`src/rtl/pcpwm_pkg.sv`:
```
package pcpwm_pkg;

  // Prescaler depth: enough bits for the slowest tap.
  localparam int PRE_W  = 10;
  localparam int SEL_W  = 3;
  localparam int NUM_SEL = 1 << SEL_W;

  typedef enum logic [1:0] {
    OM_OFF    = 2'b00,
    OM_RSVD   = 2'b01,
    OM_NONINV = 2'b10,
    OM_INV    = 2'b11
  } out_mode_e;

  // Number of low prescaler bits that must all be one for a tap to fire.
  function automatic int tap_bits(input int sel);
    case (sel)
      2:       return 3;   // /8
      3:       return 5;   // /32
      4:       return 6;   // /64
      5:       return 7;   // /128
      6:       return 8;   // /256
      7:       return 10;  // /1024
      default: return 1;
    endcase
  endfunction

endpackage

```
`src/rtl/pcpwm_prescaler.sv`:
```
module pcpwm_prescaler
  import pcpwm_pkg::*;
(
  input  logic             clk,
  input  logic             rst_n,
  input  logic [SEL_W-1:0] sel,
  output logic             tick
);

  logic [PRE_W-1:0]   pre_q;
  logic [NUM_SEL-1:0] hit;

  // Free-running divider, paused only while the timer is stopped.
  always_ff @(posedge clk) begin
    if (!rst_n)          pre_q <= '0;
    else if (sel != '0)  pre_q <= pre_q + 1'b1;
  end

  assign hit[0] = 1'b0;
  assign hit[1] = 1'b1;

  for (genvar s = 2; s < NUM_SEL; s++) begin : g_tap
    localparam int W = tap_bits(s);
    assign hit[s] = &pre_q[W-1:0];
  end

  assign tick = hit[sel];

  assert_prescaler_hold_R3: assert property (@(posedge clk) disable iff (!rst_n)
    (sel == '0) |=> $stable(pre_q));

endmodule

```
`src/rtl/pcpwm_counter.sv`:
```
module pcpwm_counter #(
  parameter int CNT_W = 8
) (
  input  logic             clk,
  input  logic             rst_n,
  input  logic             tick,
  input  logic             wr_en,
  input  logic [CNT_W-1:0] wr_data,
  input  logic             cmp_wr_en,
  input  logic [CNT_W-1:0] cmp_wr_data,
  output logic [CNT_W-1:0] cnt,
  output logic             up,
  output logic             step,
  output logic             blk,
  output logic [CNT_W-1:0] ocr
);

  localparam logic [CNT_W-1:0] TOP    = {CNT_W{1'b1}};
  localparam logic [CNT_W-1:0] TOP_M1 = TOP - 1'b1;
  localparam logic [CNT_W-1:0] BOTTOM = '0;

  logic [CNT_W-1:0] cnt_q, cnt_nx, buf_q, act_q;
  logic             dir_q, eff_up, blk_q;

  // Direction flips at the ends, so a written end value turns correctly.
  always_comb begin
    eff_up = dir_q;
    if (cnt_q == TOP)         eff_up = 1'b0;
    else if (cnt_q == BOTTOM) eff_up = 1'b1;
    cnt_nx = eff_up ? cnt_q + 1'b1 : cnt_q - 1'b1;
  end

  assign step = tick && !wr_en;

  always_ff @(posedge clk) begin
    if (!rst_n) begin
      cnt_q <= '0;
      dir_q <= 1'b1;
      blk_q <= 1'b0;
    end else if (wr_en) begin
      cnt_q <= wr_data;
      blk_q <= 1'b1;
    end else if (tick) begin
      cnt_q <= cnt_nx;
      dir_q <= eff_up;
      blk_q <= 1'b0;
    end
  end

  // Double-buffered compare value, promoted when leaving TOP.
  always_ff @(posedge clk) begin
    if (!rst_n) begin
      buf_q <= '0;
      act_q <= '0;
    end else begin
      if (cmp_wr_en)              buf_q <= cmp_wr_data;
      if (step && cnt_q == TOP)   act_q <= buf_q;
    end
  end

  assign cnt = cnt_q;
  assign up  = eff_up;
  assign blk = blk_q;
  assign ocr = act_q;

  assert_step_moves_R2: assert property (@(posedge clk) disable iff (!rst_n)
    step |=> cnt_q != $past(cnt_q));

  assert_turn_at_top_R2: assert property (@(posedge clk) disable iff (!rst_n)
    (step && cnt_q == TOP) |=> cnt_q == TOP_M1);

  assert_idle_hold_R3: assert property (@(posedge clk) disable iff (!rst_n)
    (!tick && !wr_en) |=> $stable(cnt_q));

  assert_write_loads_R9: assert property (@(posedge clk) disable iff (!rst_n)
    wr_en |=> cnt_q == $past(wr_data));

  assert_buffer_hold_R11: assert property (@(posedge clk) disable iff (!rst_n)
    !(step && cnt_q == TOP) |=> $stable(act_q));

endmodule

```
`src/rtl/pcpwm_wavegen.sv`:
```
module pcpwm_wavegen
  import pcpwm_pkg::*;
#(
  parameter int CNT_W = 8
) (
  input  logic             clk,
  input  logic             rst_n,
  input  logic             step,
  input  logic             blk,
  input  logic             up,
  input  logic [CNT_W-1:0] cnt,
  input  logic [CNT_W-1:0] ocr,
  input  logic [1:0]       mode,
  output logic             oc,
  output logic             oe
);

  localparam logic [CNT_W-1:0] TOP = {CNT_W{1'b1}};

  out_mode_e m;
  logic      active, do_set, do_clr, oc_q;

  assign m      = out_mode_e'(mode);
  assign active = (m == OM_NONINV) || (m == OM_INV);

  always_comb begin
    do_set = 1'b0;
    do_clr = 1'b0;
    if (step && !blk && active) begin
      if (ocr != TOP) begin
        if (cnt == ocr) begin
          if (up == (m == OM_INV)) do_set = 1'b1;
          else                     do_clr = 1'b1;
        end
      end else if (cnt == TOP) begin
        // Match at TOP ignored; the down-slope action is taken here instead.
        if (m == OM_INV) do_clr = 1'b1;
        else             do_set = 1'b1;
      end
    end
  end

  always_ff @(posedge clk) begin
    if (!rst_n)      oc_q <= 1'b0;
    else if (do_set) oc_q <= 1'b1;
    else if (do_clr) oc_q <= 1'b0;
  end

  assign oc = oc_q;
  assign oe = active;

  assert_disconnect_hold_R8: assert property (@(posedge clk) disable iff (!rst_n)
    !mode[1] |=> $stable(oc_q));

  assert_block_suppress_R10: assert property (@(posedge clk) disable iff (!rst_n)
    (step && blk) |=> $stable(oc_q));

  assert_no_match_no_change_R5: assert property (@(posedge clk) disable iff (!rst_n)
    (step && cnt != ocr && cnt != TOP) |=> $stable(oc_q));

endmodule

```
`src/rtl/pcpwm_timer.sv`:
```
module pcpwm_timer
  import pcpwm_pkg::*;
#(
  parameter int CNT_W = 8
) (
  input  logic             clk,
  input  logic             rst_n,
  input  logic [2:0]       clk_sel,
  input  logic [1:0]       out_mode,
  input  logic             cnt_wr_en,
  input  logic [CNT_W-1:0] cnt_wr_data,
  input  logic             cmp_wr_en,
  input  logic [CNT_W-1:0] cmp_wr_data,
  output logic [CNT_W-1:0] cnt_rd,
  output logic             pwm_out,
  output logic             pwm_oe
);

  logic             tick, step, blk, up;
  logic [CNT_W-1:0] cnt, ocr;

  pcpwm_prescaler u_pre (
    .clk   (clk),
    .rst_n (rst_n),
    .sel   (clk_sel),
    .tick  (tick)
  );

  pcpwm_counter #(.CNT_W(CNT_W)) u_cnt (
    .clk         (clk),
    .rst_n       (rst_n),
    .tick        (tick),
    .wr_en       (cnt_wr_en),
    .wr_data     (cnt_wr_data),
    .cmp_wr_en   (cmp_wr_en),
    .cmp_wr_data (cmp_wr_data),
    .cnt         (cnt),
    .up          (up),
    .step        (step),
    .blk         (blk),
    .ocr         (ocr)
  );

  pcpwm_wavegen #(.CNT_W(CNT_W)) u_wave (
    .clk   (clk),
    .rst_n (rst_n),
    .step  (step),
    .blk   (blk),
    .up    (up),
    .cnt   (cnt),
    .ocr   (ocr),
    .mode  (out_mode),
    .oc    (pwm_out),
    .oe    (pwm_oe)
  );

  assign cnt_rd = cnt;

endmodule

```
`config.mk`:
```
export PLATFORM = sky130hd
export DESIGN_NAME = pcpwm_timer
export DESIGN_NICKNAME = d
export VERILOG_FILES = /design/src/rtl/pcpwm_pkg.sv /design/src/rtl/pcpwm_prescaler.sv /design/src/rtl/pcpwm_counter.sv /design/src/rtl/pcpwm_wavegen.sv /design/src/rtl/pcpwm_timer.sv
export SDC_FILE = /design/constraint.sdc
export NUM_CORES = 1
export LEC_CHECK = 0
export BUFFER_PORTS_ARGS = -buffer_cell sky130_fd_sc_hd__buf_4
export CAP_MARGIN = 20
export CORE_ASPECT_RATIO = 1.2
export CORE_MARGIN = 2
export CORE_UTILIZATION = 40
export CTS_CLUSTER_DIAMETER = 150
export DETAILED_ROUTE_END_ITERATION = 7
export PLACE_DENSITY_LB_ADDON = 0.15
export SYNTH_ARGS = -nofsm -noshare
export SYNTH_HDL_FRONTEND = slang
export SYNTH_SLANG_ARGS = --single-unit
```
`constraint.sdc`:
```
create_clock -name clk -period 6.95 [get_ports clk]
set_input_delay 2.085 -clock clk [delete_from_list [all_inputs] [get_ports clk]]
set_output_delay 2.085 -clock clk [all_outputs]
set_load 0.02 [all_outputs]
```
; ---- Word level (Yosys, flattened, before mapping)
; Cells that the tools add are included.
[word_totals]
inputBits = 25
latchBits = 0
word_cells = 59
mem_bits_rw = 0
mem_count = 0
out_inout_bits = 10
reg_bits = 37
rom_bits = 0
[op_classes]
add_sub_neg = 3
mul = 0
reduce_logical = 18
mux = 23
bitwise = 1
eq_ne = 6
div = 0
n_shift = 0
n_lt_le_gt_ge = 1
[op_table]
columns = op, n
row1 = $mux 8, 3
row2 = $mux 1, 19
row3 = $add 10x1->10 const B, 1
row4 = $reduce_and 10->1, 1
row5 = $add 8x1->8 const B, 1
row6 = $eq 8x8->1, 1
row7 = $eq 8x8->1 const B, 1
row8 = $logic_not 8->1, 1
row9 = $ne 8x8->1 const B, 1
row10 = $reduce_and 8->1, 1
row11 = $sub 8x1->8 const B, 1
row12 = $reduce_and 7->1, 1
row13 = $reduce_and 6->1, 1
row14 = $reduce_and 5->1, 1
row15 = $eq 2x2->1 const B, 2
row16 = $logic_and 1x1->1, 4
row17 = $lt 3x4->1 const B, 1
row18 = $reduce_bool 2->1, 2
row19 = $bmux 1 s3, 1
row20 = $reduce_and 3->1, 1
row21 = $reduce_bool 3->1, 1
row22 = $logic_not 1->1, 2
row23 = $reduce_and 2->1, 1
row24 = $eq 1x1->1, 1
row25 = 2 further kinds, 2

; ---- Depth between registers and ports, before layout
; Gate-level depths: netlist of run 1.
[depth]
depth_word = 10
depth_mapped = 10
ltp_nobuf = 10

; ---- Hierarchy
; Synthesis of run 1 repeated with hierarchy kept, for this count alone.
[hier_totals]
hier_cells = 233
area_unflattened_um2 = 2103.3
[by_module_without_submodules]
columns = mod, area_per_inst_um2, cells_each, instances, seq_area_each_um2
row1 = pcpwm_counter, 1317.5, 148, 1, 520.5
row2 = pcpwm_prescaler, 531.8, 55, 1, 200.2
row3 = pcpwm_wavegen, 254.0, 30, 1, 20.0

; ---- Least setup slack after synthesis of run 1
; No wires, ideal clock.
[synth_timing]
path_kind = in2out
startpoint = in out_mode[1]
endpoint = out pwm_oe
slack_ps = 2579
n_path_buf = 1
required_time_ps = 4865
path_stages = 1
t_arrival_ps = 2286
cell_sequence = clkbuf_1
[synth_between]
elab_chain_len = 2
word_cells_on_any_way = 3
classes_between = eq/ne: 2 / reduce/logical: 1
[synth_lines]
columns = item, line
row1 = start: declaration, pcpwm_timer.sv:9  ; input logic [1:0] out_mode,
row2 = $eq 2x2->1, pcpwm_wavegen.sv:24  ; assign active = (m == OM_NONINV) || (m == OM_INV);
row3 = $logic_or 1x1->1 *, pcpwm_wavegen.sv:24
row4 = end: declaration, pcpwm_timer.sv:16  ; output logic pwm_oe
; Mark *: on every way between the ends. The rest lies on a longest branch, timed or not.

; ---- Final worst setup path of run 1
; Ends and elaborated chain as after synthesis.

==> results.sh, run 1 <==
export IMPL_run_status="completed"
export IMPL_total_placed_cells_including_tap_cells=315
export IMPL_grt_max_degree=49
export IMPL_syn_to_final_growth_pct=18.7
export IMPL_routed_wire_length_per_instance_um=13.2
export IMPL_dr_pass1_iters=4
export IMPL_clock_sinks=37
export IMPL_instances_no_fill=322
export IMPL_post_synth_inst_count=231
export IMPL_post_route_drc_count=0
export IMPL_power_leakage_nw=1.00
export IMPL_cts_max_path_buffers=2
export IMPL_tns_ns=0
export IMPL_pwr_density_cell_nw_per_um2=201
export IMPL_path_delay_family="buffers and inverters"
export IMPL_setup_slack_ns=2.51
export IMPL_worst_slew_pin_slew_ns=0.640
export IMPL_hold_class="flip-flop to flip-flop"
export IMPL_worstPathBufferInverterCount=2
export IMPL_synth_net_count=267
export IMPL_synth_sequential_area_ratio=0.363
export IMPL_ys_types=40
export IMPL_slew_headroom=0.572
export IMPL_wire_length_of_the_first_global_routing_pass_um=7400
export IMPL_ys_async_sr_fraction=0
export IMPL_clock_tree_htree_level_count=2
export IMPL_ant_nets=0
export IMPL_fin_skew_ns=0.00172
export IMPL_nFillCells=509
export IMPL_cp_end_kind="output pin"
export IMPL_clock_fmax_mhz=225
export IMPL_worst_r2r_cell_count=10
export IMPL_floorplan_rows=28
export IMPL_start_kind="input pin"
export IMPL_grt_remaining_overflow=0
export IMPL_setup_violations=0
export IMPL_cts_hold_repair_buffers=0
export IMPL_yosys_synthesis_warning_count=0
export IMPL_die_area_sq_um=5690
export IMPL_synth_flop_cell="dfxtp_1"
export IMPL_worstSetupPathType="input pin to output pin"
export IMPL_crit_path_dat_ns=2.35
export IMPL_final_min_clock_period_ns=4.44
export IMPL_path_max_fanout=3
export IMPL_ioPinCount=35
export IMPL_placement_stage_worst_setup_slack_ns=2.51
export IMPL_vias_per_cell=5.25
export IMPL_timing_critical_path_slowest_cell_delay_ns=0.15
export IMPL_synth_edff_count=0
export IMPL_insertion_delay_ns=0.29
export IMPL_cts_buffers=5
export IMPL_layout_nets=298
export IMPL_hold_depth=2
export IMPL_timing_critical_path_cells="buf_4 > buf_4"
export IMPL_timing_critical_path_slowest_stage_cell="buf_4"
export IMPL_cts_tree="yes"
export IMPL_initial_utilization=0.413
export IMPL_io_buffer_count=34
export IMPL_pins_over_their_slew_limit=0
export IMPL_fp_dieH_um=82.2
export IMPL_routed_wl_um=4250
export IMPL_initialDrtViolationCount=31
export IMPL_route_vias_total=1690
export IMPL_number_of_global_route_vias_before_repair=1600
export IMPL_stages_on_the_worst_setup_path=2
export IMPL_timing_final_crit_share=0.638
export IMPL_hold_violations=0
export IMPL_grt_setup_unrepaired="false"
export IMPL_post_dp_hpwl_um=3010
export IMPL_initial_antenna_violation_count=0
export IMPL_chipWidth_um=69.2
export IMPL_cts_resized=0
export IMPL_grt_usage=0.162
export IMPL_timing_critical_path_required_ns=4.87
export IMPL_syn_area_per_cell_sq_um=8.83
export IMPL_max_cap_viol_count=0
export IMPL_yosys_register_bits=37
export IMPL_clkSlewWorstSetupHoldPaths_ns=0.07
export IMPL_ir_drop_uv=104
export IMPL_synth_area_sq_um=2040
export IMPL_worst_path_most_repeated_cell="buf_4"
export IMPL_ctsRootBufferMaster="clkbuf_8"
export IMPL_core_area_sq_um=4940
export IMPL_place_congestion=0.787
export IMPL_post_cts_setup_buffer_count=0
export IMPL_diodes=0
export IMPL_final_layout_size_suffix_gt1_frac=0.176
-- logic make-up after synthesis --
family,count (synthesis),synth area share
buffers and inverters,16,0.0368
multiplexers,10,0.0491
AO/OA/AOI/OAI,56,0.183
adder cells (fa/ha/maj),11,0.0711
AND/OR/NAND/NOR,80,0.207
flip-flops,37,0.363
XOR/XNOR,21,0.0901
-- final timing paths --
path / start / endpoint / slack (ns)
setup reg to reg: u_cnt.cnt[7] / u_cnt.cnt[6] / 4.16
hold reg to reg: u_cnt.buf_q[5] / u_cnt.ocr[5] / 0.46
hold / removal: u_cnt.buf_q[5] / u_cnt.ocr[5] / 0.46
setup / recovery: out_mode[1] / pwm_oe / 2.51
-- layout by cell type, fill, tap and decap left out, drive strengths merged, types with 2 or more instances in the layout --
cell / instances
nor4: 3
o211ai: 3
nor2b: 11
a21oi: 15
o31ai: 2
mux2i: 10
ha: 10
inv: 5
nand2: 20
dfxtp: 37
nor3: 4
buf: 34
xnor2: 14
nand3: 15
a41oi: 2
clkbuf: 5
nand4: 6
clkinv: 2
nor2: 9
xor2: 7
a21o: 2
or3: 2
and3: 4
a21boi: 5
o21ai: 18
and2: 5
o21bai: 3
-- routing by layer --
layer	share of wire	track usage
met1	0.47	0.204
met2	0.46	0.263
met3	0.046	0.0437
met4	0.026	0.0745
met5	0	0
-- power breakdown --
group | total (mW) | switching (mW) | internal, mW
Sequential | 0.232 | 0.0112 | 0.221
Clock | 0.180 | 0.0761 | 0.104
Combinational | 0.0742 | 0.0378 | 0.0364
-- area by class of cell --
cell class	count	area, sq um	share of cell area
clock buffer	5	68.8	0.0284
clock inverter	2	35.0	0.0145
inverter	6	22.5	0.00930
multi-input combinational	178	1220	0.506
sequential	37	741	0.306
tap	60	75.1	0.0310
timing repair buffer	34	255	0.105
-- synth_stat cells (6+ instances only) --
master,n,share of area
a21oi_1,15,0.037
clkbuf_1,8,0.015
dfxtp_1,37,0.36
ha_1,10,0.061
mux2i_1,10,0.049
nand2_1,20,0.037
nand3_1,15,0.037
nand4_1,6,0.018
nor2_1,8,0.015
nor2b_1,11,0.034
o21ai_1,13,0.032
xnor2_1,14,0.060
xor2_1,7,0.030
-- registers in the layout, summed over array words and instances, names as in the netlist --
signal,flops
u_cnt.blk,1
u_pre.pre_q,10
u_cnt.cnt,8
u_cnt.buf_q,8
u_cnt.dir_q,1
u_cnt.ocr,8
u_wave.oc,1
-- per-stage QoR --
stage / total power, mW / hold WS [ns] / instance area, sq um / utilization
after floorplan: 0.284 / 0.436 / 2040 / -
after global routing: 0.512 / 0.483 / 2420 / 0.490
after global placement: 0.311 / 0.446 / 2320 / 0.469
after detailed placement: 0.312 / 0.451 / 2320 / 0.469
after CTS: 0.493 / 0.465 / 2420 / 0.490
final: 0.487 / 0.462 / 2420 / 0.490
Note: power is estimated with default switching activity, not from simulation.
==> inputs of run 2 (changes only) <==
==> constraint.sdc (replaced) <==
create_clock -name clk -period 3.7 [get_ports clk]
set_input_delay 1.11 -clock clk [delete_from_list [all_inputs] [get_ports clk]]
set_output_delay 1.11 -clock clk [all_outputs]
set_load 0.02 [all_outputs]
==> run 2 against run 1 <==
First-iteration DRC count increased by 120%. Cell count increased by 0.31%. Register-to-register slack got worse by 3.2 ns. Critical path depth increased by 8. Via count increased by 0.36%. Worst setup slack got worse by 1.5 ns. Utilization decreased by 0.15 points. Clock skew increased by 0.0019 ns. Clock-buffer cell count increased by 1. Sequential cell count unchanged. Critical endpoint is now u_cnt.cnt[6]. Largest power group unchanged.
==> results.sh, run 2 (synthesis gave the netlist of run 1 again) <==
export IMPL_grt_usage=0.161
export IMPL_grt_setup_unrepaired="false"
export IMPL_ant_nets=0
export IMPL_vias_per_cell=5.25
export IMPL_cts_hold_repair_buffers=0
export IMPL_post_route_drc_count=0
export IMPL_initialDrtViolationCount=67
export IMPL_hold_class="flip-flop to flip-flop"
export IMPL_syn_to_final_growth_pct=18.3
export IMPL_path_max_fanout=10
export IMPL_clock_sinks=37
export IMPL_total_placed_cells_including_tap_cells=315
export IMPL_routed_wire_length_per_instance_um=13.4
export IMPL_worst_slew_pin_slew_ns=0.657
export IMPL_timing_rr_end="u_cnt.cnt[6]"
export IMPL_grt_max_degree=49
export IMPL_ff2ff_setup_slack_ns=1.00
export IMPL_finalInstanceArea_sq_um=2410
export IMPL_final_min_clock_period_ns=2.70
export IMPL_final_layout_size_suffix_gt1_frac=0.179
export IMPL_worstSetupPathType="flip-flop to flip-flop"
export IMPL_insertion_delay_ns=0.29
export IMPL_hold_depth=2
export IMPL_wire_length_of_the_first_global_routing_pass_um=7430
export IMPL_route_vias_total=1696
export IMPL_clock_fmax_mhz=371
export IMPL_tns_ns=0
export IMPL_fin_hold_ws_ns=0.460
export IMPL_diodes=0
export IMPL_core_area_sq_um=4940
export IMPL_initial_utilization=0.413
export IMPL_number_of_global_route_vias_before_repair=1620
export IMPL_die_area_sq_um=5690
export IMPL_cts_tree="yes"
export IMPL_fin_skew_ns=0.00361
export IMPL_initial_antenna_violation_count=0
export IMPL_placement_stage_worst_setup_slack_ns=0.872
export IMPL_hold_path_endpoint="u_cnt.ocr[1]"
export IMPL_grt_remaining_overflow=0
export IMPL_hold_violations=0
export IMPL_post_dp_hpwl_um=3120
export IMPL_cts_max_path_buffers=2
export IMPL_ioPinCount=35
export IMPL_timing_final_crit_share=0.729
export IMPL_routed_wl_um=4340
export IMPL_pins_over_their_slew_limit=0
export IMPL_crit_path_dat_ns=2.90
export IMPL_max_cap_viol_count=0
export IMPL_post_cts_setup_buffer_count=0
export IMPL_mostFrequentLayoutCells="dfxtp_1, buf_4, nand2_1"
export IMPL_cts_buffers=5
export IMPL_chipWidth_um=69.2
export IMPL_pwr_density_cell_nw_per_um2=363
export IMPL_worst_r2r_cell_count=10
export IMPL_cp_end_kind="flip-flop"
export IMPL_clkSlewWorstSetupHoldPaths_ns=0.07
export IMPL_io_buffer_count=34
export IMPL_worstReg2RegStart="u_cnt.cnt[3]"
export IMPL_timing_critical_path_required_ns=3.91
export IMPL_floorplan_rows=28
export IMPL_instances_no_fill=323
export IMPL_layout_nets=298
export IMPL_place_congestion=0.797
export IMPL_largest_register_ffs=10
export IMPL_registers_top_by_ff_count="u_pre.pre_q"
export IMPL_fp_dieH_um=82.2
export IMPL_run_status="completed"
export IMPL_timing_hold_worst_start="u_cnt.buf_q[1]"
export IMPL_ir_drop_uv=169
export IMPL_clock_tree_htree_level_count=2
export IMPL_mostFrequentLayoutCell="dfxtp_1"
export IMPL_slew_headroom=0.561
export IMPL_setup_slack_ns=1.00
export IMPL_cts_resized=0
export IMPL_ctsRootBufferMaster="clkbuf_8"
export IMPL_placedInstanceArea_sq_um=2320
export IMPL_start_kind="flip-flop"
export IMPL_setup_violations=0
export IMPL_power_leakage_nw=0.997
export IMPL_nFillCells=482
export IMPL_dr_pass1_iters=4
-- run 2: worst max path at each step --
stage	slack, ns	endpoint	start	cells past startpoint
after detailed placement	0.87	u_cnt.ocr[7]	clk_sel[0]	7
after global routing	0.77	u_cnt.cnt[6]	u_cnt.cnt[5]	10
after CTS	1.00	u_cnt.cnt[6]	u_cnt.cnt[3]	10
after floorplan	1.19	u_cnt.cnt[6]	u_cnt.cnt[0]	10
after global placement	0.90	u_cnt.ocr[7]	clk_sel[0]	7
final	1.00	u_cnt.cnt[6]	u_cnt.cnt[3]	10
-- run 2: layout make-up --
type                    count  area (sq um)  share of cell area
clock buffers               6          82.6              0.0342
inverters                   6          22.5             0.00933
well taps                  60          75.1              0.0311
flip-flops and latches     37           741               0.307
clock inverters             2          13.8             0.00570
repair buffers             34           255               0.106
multi-input cells         178          1220               0.507
-- run 2: critical path, cell delays in order, from the launching register on --
cell	delay, ns
dfxtp_1	0.39
nor4_1	0.33
a21o_1	0.19
nand2_1	0.24
fa_1	0.51
a21o_1	0.17
a21oi_1	0.22
o21bai_1	0.09
a21oi_1	0.17
xor2_1	0.08
o31ai_1	0.22
-- run 2: per-stage QoR --
stage | utilization | total power [mW]
after detailed placement | 0.469 | 0.588
after global placement | 0.469 | 0.587
after global routing | 0.489 | 0.930
final | 0.489 | 0.877
after floorplan | - | 0.534
after CTS | 0.489 | 0.890
-- run 2: power by group --
| part | switching [mW] | internal, mW | leakage [nW] | total (mW) |
|---|---|---|---|---|
| sequential | 0.0216 | 0.415 | 0.303 | 0.436 |
| clock | 0.149 | 0.151 | 0.0512 | 0.300 |
| combinational | 0.0721 | 0.0690 | 0.643 | 0.141 |
| total | 0.243 | 0.635 | 0.997 | 0.877 |
-- run 2: metal layers --
metal  part of all wire  GRT usage  routed length (um)  up-vias
li1                   -          -                   -      881
met4              0.012     0.0549                  51        0
met2               0.48      0.272                2090       32
met5                  0          0                   0        -
met3              0.036     0.0425                 154        6
met1               0.47      0.201                2040      777
==> inputs of run 3 (changes only) <==
--- a/config.mk
+++ b/config.mk
@@ -5,6 +5,7 @@
 export SDC_FILE = /design/constraint.sdc
 export NUM_CORES = 1
 export LEC_CHECK = 0
+export ABC_AREA = 1
 export BUFFER_PORTS_ARGS = -buffer_cell sky130_fd_sc_hd__buf_4
 export CAP_MARGIN = 20
 export CORE_ASPECT_RATIO = 1.2
==> constraint.sdc (replaced) <==
create_clock -name clk -period 2.4 [get_ports clk]
set_input_delay 0.72 -clock clk [delete_from_list [all_inputs] [get_ports clk]]
set_output_delay 0.72 -clock clk [all_outputs]
set_load 0.02 [all_outputs]
==> run 3 against run 2 <==
Combinational power is 89% higher. Non-clock buffer count grew 12. Clock skew hardly changed. Die area rose by 5.4%. Critical path depth grew 2. Sequential share of layout area decreased by 2.6 points. Cell count rose by 36%. Wire length up 14%. Synthesized cell count rose by 42%. Worst hold slack improved by 0.013 ns. Largest power group unchanged.
==> results.sh, run 3 <==
export IMPL_layout_nets=413
export IMPL_syn_area_per_cell_sq_um=6.56
export IMPL_registers_top_by_ff_count="u_pre.pre_q"
export IMPL_dr_pass1_iters=4
export IMPL_hold_depth=2
export IMPL_ys_async_sr_fraction=0
export IMPL_mostFrequentLayoutCells="nand2_1, nor2_1, buf_4"
export IMPL_pins_over_their_slew_limit=0
export IMPL_grt_setup_unrepaired="false"
export IMPL_post_route_drc_count=0
export IMPL_ant_nets=0
export IMPL_syn_to_final_growth_pct=23.1
export IMPL_final_layout_size_suffix_gt1_frac=0.188
export IMPL_diodes=0
export IMPL_worst_r2r_cell_count=12
export IMPL_synth_area_leader_cell="dfxtp_1"
export IMPL_setup_slack_ns=0.215
export IMPL_wire_length_of_the_first_global_routing_pass_um=8560
export IMPL_hold_violations=0
export IMPL_max_cap_viol_count=0
export IMPL_place_congestion=0.835
export IMPL_slew_headroom=0.788
export IMPL_yosys_register_bits=37
export IMPL_timing_final_crit_share=0.911
export IMPL_clock_tree_htree_level_count=2
export IMPL_fp_dieH_um=84.4
export IMPL_path_max_fanout=8
export IMPL_final_min_clock_period_ns=2.19
export IMPL_io_buffer_count=34
export IMPL_total_power_mw=1.36
export IMPL_synthTopCellsByCount="nand2_1, nor2_1, dfxtp_1, inv_1, o21ai_0"
export IMPL_initial_antenna_violation_count=0
export IMPL_routed_wl_um=4960
export IMPL_setup_violations=0
export IMPL_chipWidth_um=71.0
export IMPL_mostFrequentLayoutCell="nand2_1"
export IMPL_cts_tree="yes"
export IMPL_grt_max_degree=30
export IMPL_largest_register_ffs=10
export IMPL_run_status="completed"
export IMPL_ioPinCount=35
export IMPL_tns_ns=0
export IMPL_clock_sinks=37
export IMPL_synth_edff_count=0
export IMPL_placement_stage_worst_setup_slack_ns=0.101
export IMPL_ctsRootBufferMaster="clkbuf_8"
export IMPL_synth_top_area_frac=0.343
export IMPL_clkSlewWorstSetupHoldPaths_ns=0.07
export IMPL_yosys_synthesis_warning_count=0
export IMPL_grt_remaining_overflow=0
export IMPL_nFillCells=544
export IMPL_insertion_delay_ns=0.29
export IMPL_synth_net_count=365
export IMPL_initialDrtViolationCount=81
export IMPL_cp_end_kind="flip-flop"
export IMPL_floorplan_rows=29
export IMPL_cts_buffers=5
export IMPL_post_synth_inst_count=329
export IMPL_synth_area_sq_um=2160
export IMPL_grt_usage=0.179
export IMPL_worst_slew_pin_slew_ns=0.316
export IMPL_vias_per_cell=4.78
export IMPL_initial_utilization=0.410
export IMPL_ir_drop_uv=313
export IMPL_routed_wire_length_per_instance_um=11.3
export IMPL_route_vias_total=2105
export IMPL_die_area_sq_um=6000
export IMPL_timing_critical_path_required_ns=2.62
export IMPL_synth_sequential_area_ratio=0.343
export IMPL_core_area_sq_um=5260
export IMPL_layout_area_seq_sq_um=744
export IMPL_cts_max_path_buffers=2
export IMPL_worstSetupPathType="flip-flop to flip-flop"
export IMPL_multiInputGateArea_sq_um=1250
export IMPL_power_leakage_nw=1.36
export IMPL_fin_skew_ns=0.00326
export IMPL_start_kind="flip-flop"
export IMPL_crit_path_dat_ns=2.40
export IMPL_number_of_global_route_vias_before_repair=1938
export IMPL_pwr_density_cell_nw_per_um2=512
export IMPL_hold_class="flip-flop to flip-flop"
export IMPL_synth_flop_cell="dfxtp_1"
export IMPL_post_synth_top_count_cell="nand2_1"
export IMPL_clock_fmax_mhz=458
export IMPL_cts_hold_repair_buffers=0
export IMPL_synthTopCellsByArea="dfxtp_1, nand2_1, nor2_1"
export IMPL_post_dp_hpwl_um=3710
export IMPL_ys_types=29
-- run 3: cell types whose count changed after synthesis, moves of 11 or more --
cell / before / now
nor2_1: 8 / 63
o21ai_0: 5 / 23
inv_1: 5 / 37
nor2b_1: 11 / 0
nand2_1: 20 / 76
xnor2_1: 14 / 3
-- run 3: worst paths after layout --
path | end | startpoint | slack, ns
hold / removal | u_pre.pre_q[5] | u_pre.pre_q[5] | 0.47
setup / recovery | u_cnt.cnt[4] | u_cnt.cnt[0] | 0.21
hold reg to reg | u_pre.pre_q[5] | u_pre.pre_q[5] | 0.47
setup reg to reg | u_cnt.cnt[4] | u_cnt.cnt[0] | 0.21
-- run 3: area by class of cell --
cell class	instances	share of cell area
multi-input cells	246	0.470
clock buffers	6	0.0273
inverters	41	0.0589
well taps	62	0.0292
flip-flops and latches	37	0.280
clock inverters	2	0.00377
repair buffers	46	0.130
-- run 3: power breakdown --
| group | leakage, nW | internal (mW) | switching (mW) |
|---|---|---|---|
| clock | 0.0450 | 0.201 | 0.222 |
| combinational | 1.01 | 0.117 | 0.150 |
| sequential | 0.304 | 0.643 | 0.0271 |
| total | 1.36 | 0.961 | 0.399 |
-- run 3: through the flow --
stage / instance area [sq um] / hold WS (ns) / cells / util
finish: 2660 / 0.473 / 440 / 0.505
global route: 2660 / 0.494 / 440 / 0.505
CTS: 2610 / 0.474 / 435 / 0.495
detailed placement: 2520 / 0.460 / 427 / 0.479
global placement: 2520 / 0.458 / 427 / 0.479
floorplan: 2160 / 0.434 / 329 / -
-- run 3: critical path, cell delays in order, from the launching register on --
cell     delay (ns)
dfxtp_2        0.37
nor2_1         0.11
nand2_1        0.05
o21ai_1        0.19
nand2_2        0.15
buf_4          0.18
fa_1           0.42
nand3_1        0.10
nand3_1        0.09
xnor2_1        0.13
o21ai_0        0.14
nand2_1        0.06
a21oi_1        0.13
-- run 3: metal layers --
layer  vias up  track usage  part of all wire
met5         -            0                 0
li1       1143            -                 -
met4         0       0.0789             0.017
met1       914        0.229              0.48
met2        41        0.286              0.46
met3         7       0.0396             0.044
-- run 3: kinds of logic after synthesis --
kind of cell / count (synthesis) / share of synthesized area
xor+xnor: 5 / 0.0203
buf+inv: 46 / 0.0818
compound gates: 56 / 0.135
fa+ha+maj: 11 / 0.0673
simple gates: 174 / 0.353
flops: 37 / 0.343
-- run 3: what timing repair did --
action / 4_1_cts / 5_1_grt
gates resized for setup: 0 / 6
buffers inserted: 0 / 5
setup endpoints to repair: 0 / 5
hold endpoints to repair: 0 / 0
